### src/rtl/uart_thre_pkg.sv
package uart_thre_pkg;

    parameter int TX_DEPTH = 16;
    localparam int OCC_W   = $clog2(TX_DEPTH + 1);
    localparam int DLY_W   = 4;

    typedef struct packed {
        logic [1:0] word_len;
        logic       parity_en;
        logic       two_stop;
    } char_cfg_t;

    typedef struct packed {
        logic now;
        logic held;
        logic ctrl;
    } thre_evt_t;

    typedef enum logic [3:0] {
        IID_NONE = 4'h1,
        IID_THRE = 4'h2
    } iid_e;

    // Bit times of one frame without its final stop bit:
    // start + data + parity + (extra stop when two are configured).
    function automatic logic [DLY_W-1:0] hold_ticks(char_cfg_t c);
        logic [DLY_W-1:0] r;
        r = DLY_W'(6) + DLY_W'(c.word_len) + DLY_W'(c.parity_en) + DLY_W'(c.two_stop);
        return r;
    endfunction

endpackage

### src/rtl/thre_fill_track.sv
module thre_fill_track #(
    parameter int OCC_W = 5
) (
    input  logic             clk,
    input  logic             rst,
    input  logic [OCC_W-1:0] fifo_count,
    output logic             empty,
    output logic             empty_rise,
    output logic             seen_two
);
    logic empty_q;

    assign empty      = (fifo_count == '0);
    assign empty_rise = empty & ~empty_q;

    always_ff @(posedge clk) begin
        if (rst) begin
            empty_q  <= 1'b1;
            seen_two <= 1'b0;
        end else begin
            empty_q <= empty;
            if (empty_rise)
                seen_two <= 1'b0;
            else if (fifo_count >= OCC_W'(2))
                seen_two <= 1'b1;
        end
    end

    assert_fill_record_cleared_R11: assert property (
        @(posedge clk) disable iff (rst) empty_rise |=> !seen_two);

endmodule

### src/rtl/thre_hold_timer.sv
module thre_hold_timer #(
    parameter int DLY_W = 4
) (
    input  logic             clk,
    input  logic             rst,
    input  logic             start,
    input  logic             empty,
    input  logic             abort,
    input  logic             tick,
    input  logic [DLY_W-1:0] load,
    output logic             fire
);
    logic             busy;
    logic [DLY_W-1:0] cnt;

    assign fire = busy & empty & ~abort & tick & (cnt == DLY_W'(1));

    always_ff @(posedge clk) begin
        if (rst) begin
            busy <= 1'b0;
            cnt  <= '0;
        end else if (start) begin
            busy <= 1'b1;
            cnt  <= load;
        end else if (busy) begin
            if (abort || !empty) begin
                busy <= 1'b0;
            end else if (tick) begin
                if (cnt == DLY_W'(1))
                    busy <= 1'b0;
                else
                    cnt <= cnt - DLY_W'(1);
            end
        end
    end

    assert_write_aborts_hold_R8: assert property (
        @(posedge clk) disable iff (rst) (busy && abort && !start) |=> !busy);

    assert_hold_waits_for_tick_R7: assert property (
        @(posedge clk) disable iff (rst)
        (busy && !tick && !abort && empty && !start) |=> (busy && $stable(cnt)));

endmodule

### src/rtl/thre_pend_latch.sv
module thre_pend_latch
    import uart_thre_pkg::*;
(
    input  logic      clk,
    input  logic      rst,
    input  logic      fifo_en,
    input  logic      empty,
    input  thre_evt_t evt_in,
    input  logic      thr_wr,
    input  logic      iir_rd,
    output logic      pend
);
    logic      fifo_en_q;
    thre_evt_t evt;
    logic      set_any;

    always_comb begin
        evt      = evt_in;
        evt.ctrl = (fifo_en ^ fifo_en_q) & empty;
        set_any  = evt.now | evt.held | evt.ctrl;
    end

    always_ff @(posedge clk) begin
        if (rst) begin
            fifo_en_q <= fifo_en;
            pend      <= 1'b0;
        end else begin
            fifo_en_q <= fifo_en;
            if (thr_wr)
                pend <= 1'b0;
            else if (set_any)
                pend <= 1'b1;
            else if (iir_rd)
                pend <= 1'b0;
        end
    end

    assert_write_clears_R4: assert property (
        @(posedge clk) disable iff (rst) thr_wr |=> !pend);

    assert_read_clears_R5: assert property (
        @(posedge clk) disable iff (rst) (iir_rd && !set_any) |=> !pend);

endmodule

### src/rtl/uart_thre_irq.sv
module uart_thre_irq
    import uart_thre_pkg::*;
#(
    parameter int FIFO_DEPTH = uart_thre_pkg::TX_DEPTH,
    localparam int CNT_W     = $clog2(FIFO_DEPTH + 1)
) (
    input  logic             clk,
    input  logic             rst,
    input  logic [CNT_W-1:0] fifo_count,
    input  logic             thr_wr,
    input  logic             iir_rd,
    input  logic             baud_tick,
    input  logic [1:0]       word_len,
    input  logic             parity_en,
    input  logic             two_stop,
    input  logic             fifo_en,
    input  logic             tx_ie,
    output logic             thre,
    output logic             irq,
    output logic [3:0]       iid
);
    char_cfg_t        cfg;
    thre_evt_t        evt;
    logic             empty;
    logic             empty_rise;
    logic             seen_two;
    logic             hold_fire;
    logic             pend;
    logic [DLY_W-1:0] hold_len;

    assign cfg      = '{word_len: word_len, parity_en: parity_en, two_stop: two_stop};
    assign hold_len = hold_ticks(cfg);

    thre_fill_track #(.OCC_W(CNT_W)) fill_i (
        .clk        (clk),
        .rst        (rst),
        .fifo_count (fifo_count),
        .empty      (empty),
        .empty_rise (empty_rise),
        .seen_two   (seen_two)
    );

    thre_hold_timer #(.DLY_W(DLY_W)) hold_i (
        .clk   (clk),
        .rst   (rst),
        .start (empty_rise & ~seen_two & ~thr_wr),
        .empty (empty),
        .abort (thr_wr),
        .tick  (baud_tick),
        .load  (hold_len),
        .fire  (hold_fire)
    );

    assign evt = '{now: empty_rise & seen_two, held: hold_fire, ctrl: 1'b0};

    thre_pend_latch pend_i (
        .clk    (clk),
        .rst    (rst),
        .fifo_en(fifo_en),
        .empty  (empty),
        .evt_in (evt),
        .thr_wr (thr_wr),
        .iir_rd (iir_rd),
        .pend   (pend)
    );

    assign thre = empty;
    assign irq  = pend & fifo_en & tx_ie;
    assign iid  = irq ? IID_THRE : IID_NONE;

    assert_drain_after_peak_R6: assert property (
        @(posedge clk) disable iff (rst)
        (empty_rise && seen_two && !thr_wr) |=> pend);

    assert_mask_keeps_latch_R10: assert property (
        @(posedge clk) disable iff (rst)
        (pend && !thr_wr && !iir_rd) |=> pend);

endmodule

### config.mk
export PLATFORM = sky130hd
export DESIGN_NAME = uart_thre_irq
export DESIGN_NICKNAME = d
export VERILOG_FILES = /design/src/rtl/uart_thre_pkg.sv /design/src/rtl/thre_fill_track.sv /design/src/rtl/thre_hold_timer.sv /design/src/rtl/thre_pend_latch.sv /design/src/rtl/uart_thre_irq.sv
export SDC_FILE = /design/constraint.sdc
export NUM_CORES = 1
export LEC_CHECK = 0
export CAP_MARGIN = 30
export CORE_UTILIZATION = 40
export CTS_CLUSTER_SIZE = 8
export DETAILED_ROUTE_END_ITERATION = 8
export GPL_TIMING_DRIVEN = 0
export PLACE_DENSITY = 0.83
export SYNTH_ARGS = -nofsm -noshare
export SYNTH_HDL_FRONTEND = slang
export SYNTH_SLANG_ARGS = --single-unit
### constraint.sdc
create_clock -name clk -period 2.1 [get_ports clk]
set_input_delay 0.42 -clock clk [delete_from_list [all_inputs] [get_ports clk]]
set_output_delay 0.42 -clock clk [all_outputs]
set_load 0.05 [all_outputs]
==> results.sh, run 1 <==
export IMPL_post_place_cells=106
export IMPL_synth_warnings=0
export IMPL_final_common_cell="clkdlybuf4s50_1"
export IMPL_final_cell_mix="clkdlybuf4s50_1 (14), dfxtp_1 (9), inv_1 (8)"
export IMPL_critical_path_top_delay_family="buffers and inverters"
export IMPL_fmaxAchievable_mhz=487
export IMPL_synth_area_um2=611
export IMPL_gr_total_overflow=0
export IMPL_stdcell_count=112
export IMPL_hold_buffers=0
export IMPL_final_layout_size_suffix_gt1_frac=0.196
export IMPL_vdd_drop_max_v=0.000456
export IMPL_cts_path_max_buffers=2
export IMPL_p_per_area_nw_per_um2=446
export IMPL_grt_pass1_wl_um=2100
export IMPL_wl_um=1310
export IMPL_vias=575
export IMPL_finalHoldViolCount=0
export IMPL_grt_pass1_vias=516
export IMPL_yosys_cell_types_count=32
export IMPL_crit_path_end_kind="output pin"
export IMPL_numCtsBuffers=3
export IMPL_dieArea_um2=1690
export IMPL_cp_arrival_ps=1630
export IMPL_port_buffer_count=19
export IMPL_finClkSkew_ps=0.553
export IMPL_syn_avg_cell_area_um2=8.60
export IMPL_clk_latency_ps=260
export IMPL_grt_usage=0.196
export IMPL_cts_sinks=9
export IMPL_crit_path_start_kind="input pin"
export IMPL_path_cells="clkdlybuf4s50_1 > nand3_1 > inv_1 > dlygate4sd2_1"
export IMPL_rows=13
export IMPL_crit_slowest_cell="dlygate4sd2_1"
export IMPL_cp_max_fo=3
export IMPL_antenna_found_initial=0
export IMPL_setup_viol=0
export IMPL_crit_type="input pin to output pin"
export IMPL_cts_root_buf="clkbuf_4"
export IMPL_place_gp_congestion=0.797
export IMPL_period_needed_ps=2050
export IMPL_drt_iter0_drc=7
export IMPL_ant_nets=0
export IMPL_fin_crit_sh=0.978
export IMPL_slowest_delay_ps=530
export IMPL_chipWidth_um=41.1
export IMPL_ios=22
export IMPL_dp_final_hpwl_um=1060
export IMPL_core_area_um2=1370
export IMPL_rsz0062_at_grt="no"
export IMPL_timing_hold_ws_ps=498
export IMPL_start_util=0.447
export IMPL_first_pass_iters=6
export IMPL_ys_seq_area_frac=0.295
export IMPL_cap_violations=0
export IMPL_drt_vias_per_instance=5.13
export IMPL_fin_nets=118
export IMPL_die_height_um=41.1
export IMPL_hold_class="flop to flop"
export IMPL_crit_required_ps=1680
export IMPL_grt_max_degree=10
export IMPL_wl_per_cell_um=11.7
export IMPL_htree_levels=1
export IMPL_synth_seq_cells=9
export IMPL_leakage_nw=0.368
export IMPL_path_clk_slew_ps=60
export IMPL_synthCells=71
export IMPL_path_buf_inv=3
export IMPL_post_route_drc_count=0
export IMPL_cts_tree="yes"
export IMPL_n_antenna_cell=0
export IMPL_area_growth_pct=43.2
export IMPL_slew_viol_final=0
export IMPL_status="completed"
logic make-up (layout without fill, tap and decap cells):
family | count (synthesis) | count (layout) | synth area share
XOR/XNOR | 1 | 1 | 0.0143
multiplexers | 3 | 3 | 0.0533
AND/OR/NAND/NOR | 29 | 29 | 0.303
other | 1 | 2 | 0.00614
flip-flops | 9 | 9 | 0.295
AO/OA/AOI/OAI | 13 | 13 | 0.148
buffers and inverters | 11 | 36 | 0.0861
adder cells (fa/ha/maj) | 4 | 4 | 0.0943
sequential cells by signal (all words and copies together) (netlist names):
| register | count |
|---|---|
| hold_i.cnt | 4 |
| fill_i.empty_q | 1 |
| fill_i.seen_two | 1 |
| pend_i.pend | 1 |
| pend_i.fifo_en_q | 1 |
| hold_i.busy | 1 |
per-stage QoR:
step	power, mW	utilization	setup slack (ps)	instance area [µm²]	setup TNS (ps)
2_1_floorplan	0.216	-	40.7	614	0
5_1_grt	0.412	0.640	2.07	875	0
3_5_place_dp	0.257	0.603	-648	823	-1370
6_report	0.390	0.640	45.4	875	0
3_3_place_gp	0.255	0.603	-647	823	-1300
4_1_cts	0.396	0.625	0.586	853	0
worst paths after layout:
check,start,endpoint,slack (ps),depth (start not counted)
worst min register to register,fill_i.seen_two,fill_i.seen_two,500,2
worst max-delay path,fifo_en,irq,50,4
worst min-delay path,fill_i.seen_two,fill_i.seen_two,500,2
worst max register to register,hold_i.cnt[0],hold_i.cnt[2],350,5
synth_stat cells:
| cell | n | area [µm²] |
|---|---|---|
| nor4_4 | 1 | 21.3 |
| or3b_2 | 1 | 8.76 |
| nand3b_1 | 1 | 7.51 |
| nor2_1 | 4 | 15.0 |
| nand3_1 | 2 | 10.0 |
| nand2_2 | 1 | 6.26 |
| nor2b_1 | 4 | 25.0 |
| nand2b_1 | 4 | 25.0 |
| fa_1 | 1 | 20.0 |
| o22ai_1 | 1 | 6.26 |
| a21oi_1 | 4 | 20.0 |
| or3_1 | 1 | 6.26 |
| a41oi_1 | 1 | 8.76 |
| nand2_1 | 3 | 11.3 |
| dfxtp_1 | 9 | 180 |
| conb_1 | 1 | 3.75 |
| o32ai_2 | 1 | 16.3 |
| nor4b_1 | 1 | 8.76 |
| nor3_1 | 3 | 15.0 |
| o32ai_1 | 1 | 8.76 |
| inv_1 | 8 | 30.0 |
| xnor2_1 | 1 | 8.76 |
| o21ai_0 | 3 | 15.0 |
| or3_4 | 1 | 11.3 |
| mux2i_1 | 1 | 10.0 |
| ha_1 | 3 | 37.5 |
| mux2_2 | 2 | 22.5 |
| a31oi_1 | 1 | 6.26 |
| nor3b_1 | 1 | 7.51 |
| o311ai_0 | 1 | 8.76 |
| buf_4 | 3 | 22.5 |
| or2_2 | 1 | 6.26 |
worst reg2reg max path, stage by stage (launching register included):
cell	delay [ps]
dfxtp_1	420
ha_1	210
or3b_2	460
a31oi_1	250
or3_4	200
o22ai_1	80
area by class of cell:
type                       count  area [µm²]
clock buffer                   4        26.3
multi-input combinational     52         389
tap                           15        18.8
fill                         126         492
timing repair buffer          21         208
inverter                       8        30.0
sequential                     9         180
buffer                         3        22.5
metal layers:
metal / part of all wire / global-route usage / wire (µm) / vias up
met2: 0.53 / 0.352 / 699 / 14
met1: 0.43 / 0.207 / 562 / 266
li1: - / - / - / 295
met5: 0 / 0 / 0 / -
met3: 0.040 / 0.0815 / 52 / 0
met4: 0 / 0.0500 / 0 / 0
what timing repair did:
action	4_1_cts	5_1_grt
pin swaps	1	1
gates resized for setup	13	2
buffers inserted	0	2
setup endpoints to repair	4	1
power by group:
group	total [mW]	switching (mW)	internal, mW
combinational	0.0780	0.0356	0.0423
clock	0.135	0.0617	0.0733
sequential	0.177	0.00226	0.175
Power figures use the tool's default switching activity.
==> inputs of run 2 (changes only) <==
--- a/config.mk
+++ b/config.mk
@@ -6,11 +6,11 @@
 export NUM_CORES = 1
 export LEC_CHECK = 0
 export CAP_MARGIN = 30
-export CORE_UTILIZATION = 40
+export CORE_UTILIZATION = 38
 export CTS_CLUSTER_SIZE = 8
 export DETAILED_ROUTE_END_ITERATION = 8
 export GPL_TIMING_DRIVEN = 0
-export PLACE_DENSITY = 0.83
+export PLACE_DENSITY = 0.82
 export SYNTH_ARGS = -nofsm -noshare
 export SYNTH_HDL_FRONTEND = slang
 export SYNTH_SLANG_ARGS = --single-unit
==> constraint.sdc (replaced) <==
create_clock -name clk -period 1.8 [get_ports clk]
set_input_delay 0.36 -clock clk [delete_from_list [all_inputs] [get_ports clk]]
set_output_delay 0.36 -clock clk [all_outputs]
set_load 0.05 [all_outputs]
==> run 2 against run 1 <==
Clock power grew 21%. Highest routed layer is now met4. Non-clock buffer count shrank 1. Sequential power is 16% higher. Combinational power up 15%. Global-route usage decreased by 3.8 points. Routed wire length rose by 1.1%. Largest power group unchanged. Critical path depth grew 1. Setup slack is essentially flat. Critical endpoint is now iid[1]. Largest cell class unchanged.
==> results.sh, run 2 (synthesis gave the netlist of run 1 again) <==
export IMPL_status="completed"
export IMPL_place_gp_congestion=0.787
export IMPL_port_buffer_count=19
export IMPL_ant_nets=0
export IMPL_fill_cells=135
export IMPL_grt_pass1_wl_um=2130
export IMPL_cap_violations=0
export IMPL_drt_iter0_drc=23
export IMPL_leakage_nw=0.354
export IMPL_chipWidth_um=42.1
export IMPL_antenna_found_initial=0
export IMPL_post_place_cells=107
export IMPL_path_buf_inv=4
export IMPL_largest_reg_flops=4
export IMPL_wl_per_cell_um=11.9
export IMPL_core_area_um2=1510
export IMPL_crit_required_ps=1440
export IMPL_cts_sinks=9
export IMPL_hold_buffers=0
export IMPL_grt_pass1_vias=542
export IMPL_cp_arrival_ps=1390
export IMPL_p_clk_frac=0.356
export IMPL_critical_path_top_delay_family="buffers and inverters"
export IMPL_crit_path_end_kind="output pin"
export IMPL_hold_class="flop to flop"
export IMPL_htree_levels=1
export IMPL_crit_slowest_cell="clkdlybuf4s50_1"
export IMPL_worstRegToRegCells=6
export IMPL_fin_crit_sh=0.975
export IMPL_grt_usage=0.158
export IMPL_vias=593
export IMPL_multi_input_area_um2=404
export IMPL_dieArea_um2=1770
export IMPL_sequentialPowerShare=0.449
export IMPL_start_util=0.405
export IMPL_worst_hold_path_endpoint="fill_i.seen_two"
export IMPL_slowest_delay_ps=530
export IMPL_final_cell_mix="clkdlybuf4s50_1 (12), dfxtp_1 (8), inv_1 (7)"
export IMPL_path_cells="clkdlybuf4s50_1 > nand3_2 > clkinvlp_4 > buf_4 > clkbuf_4"
export IMPL_drt_vias_per_instance=5.29
export IMPL_area_growth_pct=43.6
export IMPL_stdcell_count=112
export IMPL_final_layout_size_suffix_gt1_frac=0.260
export IMPL_fin_setup_tns_ps=0
export IMPL_dp_final_hpwl_um=1020
export IMPL_slew_viol_final=0
export IMPL_vdd_drop_max_v=0.000263
export IMPL_combPwrFrac=0.195
export IMPL_post_route_drc_count=0
export IMPL_numCtsBuffers=3
export IMPL_largest_register="hold_i.cnt"
export IMPL_first_pass_iters=4
export IMPL_reg2reg_slack_ps=80
export IMPL_period_needed_ps=1750
export IMPL_hold_depth=2
export IMPL_wl_um=1330
export IMPL_crit_path_start_kind="input pin"
export IMPL_hold_path_startpoint="fill_i.seen_two"
export IMPL_cts_tree="yes"
export IMPL_timing_rr_start="hold_i.cnt[1]"
export IMPL_ios=22
export IMPL_p_int_mw=0.337
export IMPL_fmaxAchievable_mhz=570
export IMPL_fin_util=0.582
export IMPL_finalHoldViolCount=0
export IMPL_finClkSkew_ps=3.37
export IMPL_ff_latch_area_um2=181
export IMPL_cp_max_fo=3
export IMPL_setup_viol=0
export IMPL_path_clk_slew_ps=70
export IMPL_cts_root_buf="clkbuf_4"
export IMPL_fin_nets=117
export IMPL_worst_r2r_endpoint="hold_i.cnt[2]"
export IMPL_p_switching_mw=0.123
export IMPL_crit_type="input pin to output pin"
export IMPL_gr_total_overflow=0
export IMPL_grt_max_degree=10
export IMPL_final_common_cell="clkdlybuf4s50_1"
export IMPL_clk_latency_ps=260
export IMPL_p_per_area_nw_per_um2=524
export IMPL_switching_share=0.268
export IMPL_cts_path_max_buffers=2
export IMPL_die_height_um=42.1
export IMPL_n_antenna_cell=0
export IMPL_rows=14
-- run 2: cell type report --
class | count | share of cell area
Multi-Input combinational cell | 52 | 0.461
Timing Repair Buffer | 20 | 0.215
Sequential cell | 9 | 0.207
Inverter | 8 | 0.0385
Clock buffer | 4 | 0.0300
Buffer | 3 | 0.0257
Tap cell | 16 | 0.0228
-- run 2: tightest hold or removal path, delay by kind of cell (launching register included) --
family	cells	cell delay, ps
flops	1	330
compound gates	2	130
-- run 2: power groups by stage --
| stage | clock, mW | combinational (mW) | sequential (mW) |
|---|---|---|---|
| 5_1_grt | 0.182 | 0.0984 | 0.207 |
| 4_1_cts | 0.165 | 0.0887 | 0.206 |
| 2_1_floorplan | 0 | 0.0416 | 0.210 |
| 3_5_place_dp | 0 | 0.0891 | 0.211 |
| 3_3_place_gp | 0 | 0.0872 | 0.211 |
| 6_report | 0.164 | 0.0897 | 0.206 |
-- run 2: stage by stage --
stage / cell area, µm² / hold WS [ps] / power [mW] / worst slack [ps]
2_1_floorplan: 626 / 388 / 0.252 / 187
3_3_place_gp: 836 / 482 / 0.298 / -789
3_5_place_dp: 836 / 496 / 0.300 / -802
4_1_cts: 863 / 506 / 0.460 / 11.9
5_1_grt: 877 / 531 / 0.487 / -7.85
6_report: 877 / 507 / 0.460 / 45.2
-- run 2: repair_timing --
action                                  CTS  global route
pin swaps                                 1             0
endpoints found under the hold margin     0             0
gates resized for setup                  24             5
buffers inserted                          1             0
endpoints found under the setup margin    4             6
-- run 2: layer usage --
| metal | track usage | up-vias | wire, µm |
|---|---|---|---|
| met5 | 0 | - | 0 |
| met4 | 0.113 | 0 | 19 |
| met3 | 0.0129 | 2 | 41 |
| met2 | 0.253 | 10 | 689 |
| met1 | 0.197 | 285 | 577 |
| li1 | - | 296 | - |
-- run 2: worst max path at each step --
stage / start / to / slack, ps / cells after the start
global placement: fifo_count[4] / thre / -790 / 4
CTS: fifo_en / iid[1] / 10 / 5
finish: fifo_en / iid[1] / 50 / 5
floorplan: hold_i.cnt[0] / pend_i.pend / 190 / 5
global route: hold_i.cnt[1] / hold_i.cnt[2] / -8 / 6
detailed placement: fifo_count[4] / thre / -800 / 4
==> inputs of run 3 (changes only) <==
--- a/config.mk
+++ b/config.mk
@@ -6,6 +6,7 @@
 export NUM_CORES = 1
 export LEC_CHECK = 0
 export CAP_MARGIN = 30
+export CORE_MARGIN = 1
 export CORE_UTILIZATION = 38
 export CTS_CLUSTER_SIZE = 8
 export DETAILED_ROUTE_END_ITERATION = 8
==> results of run 3 <==
Final layout, timing and power as in run 2 (identical DEF).
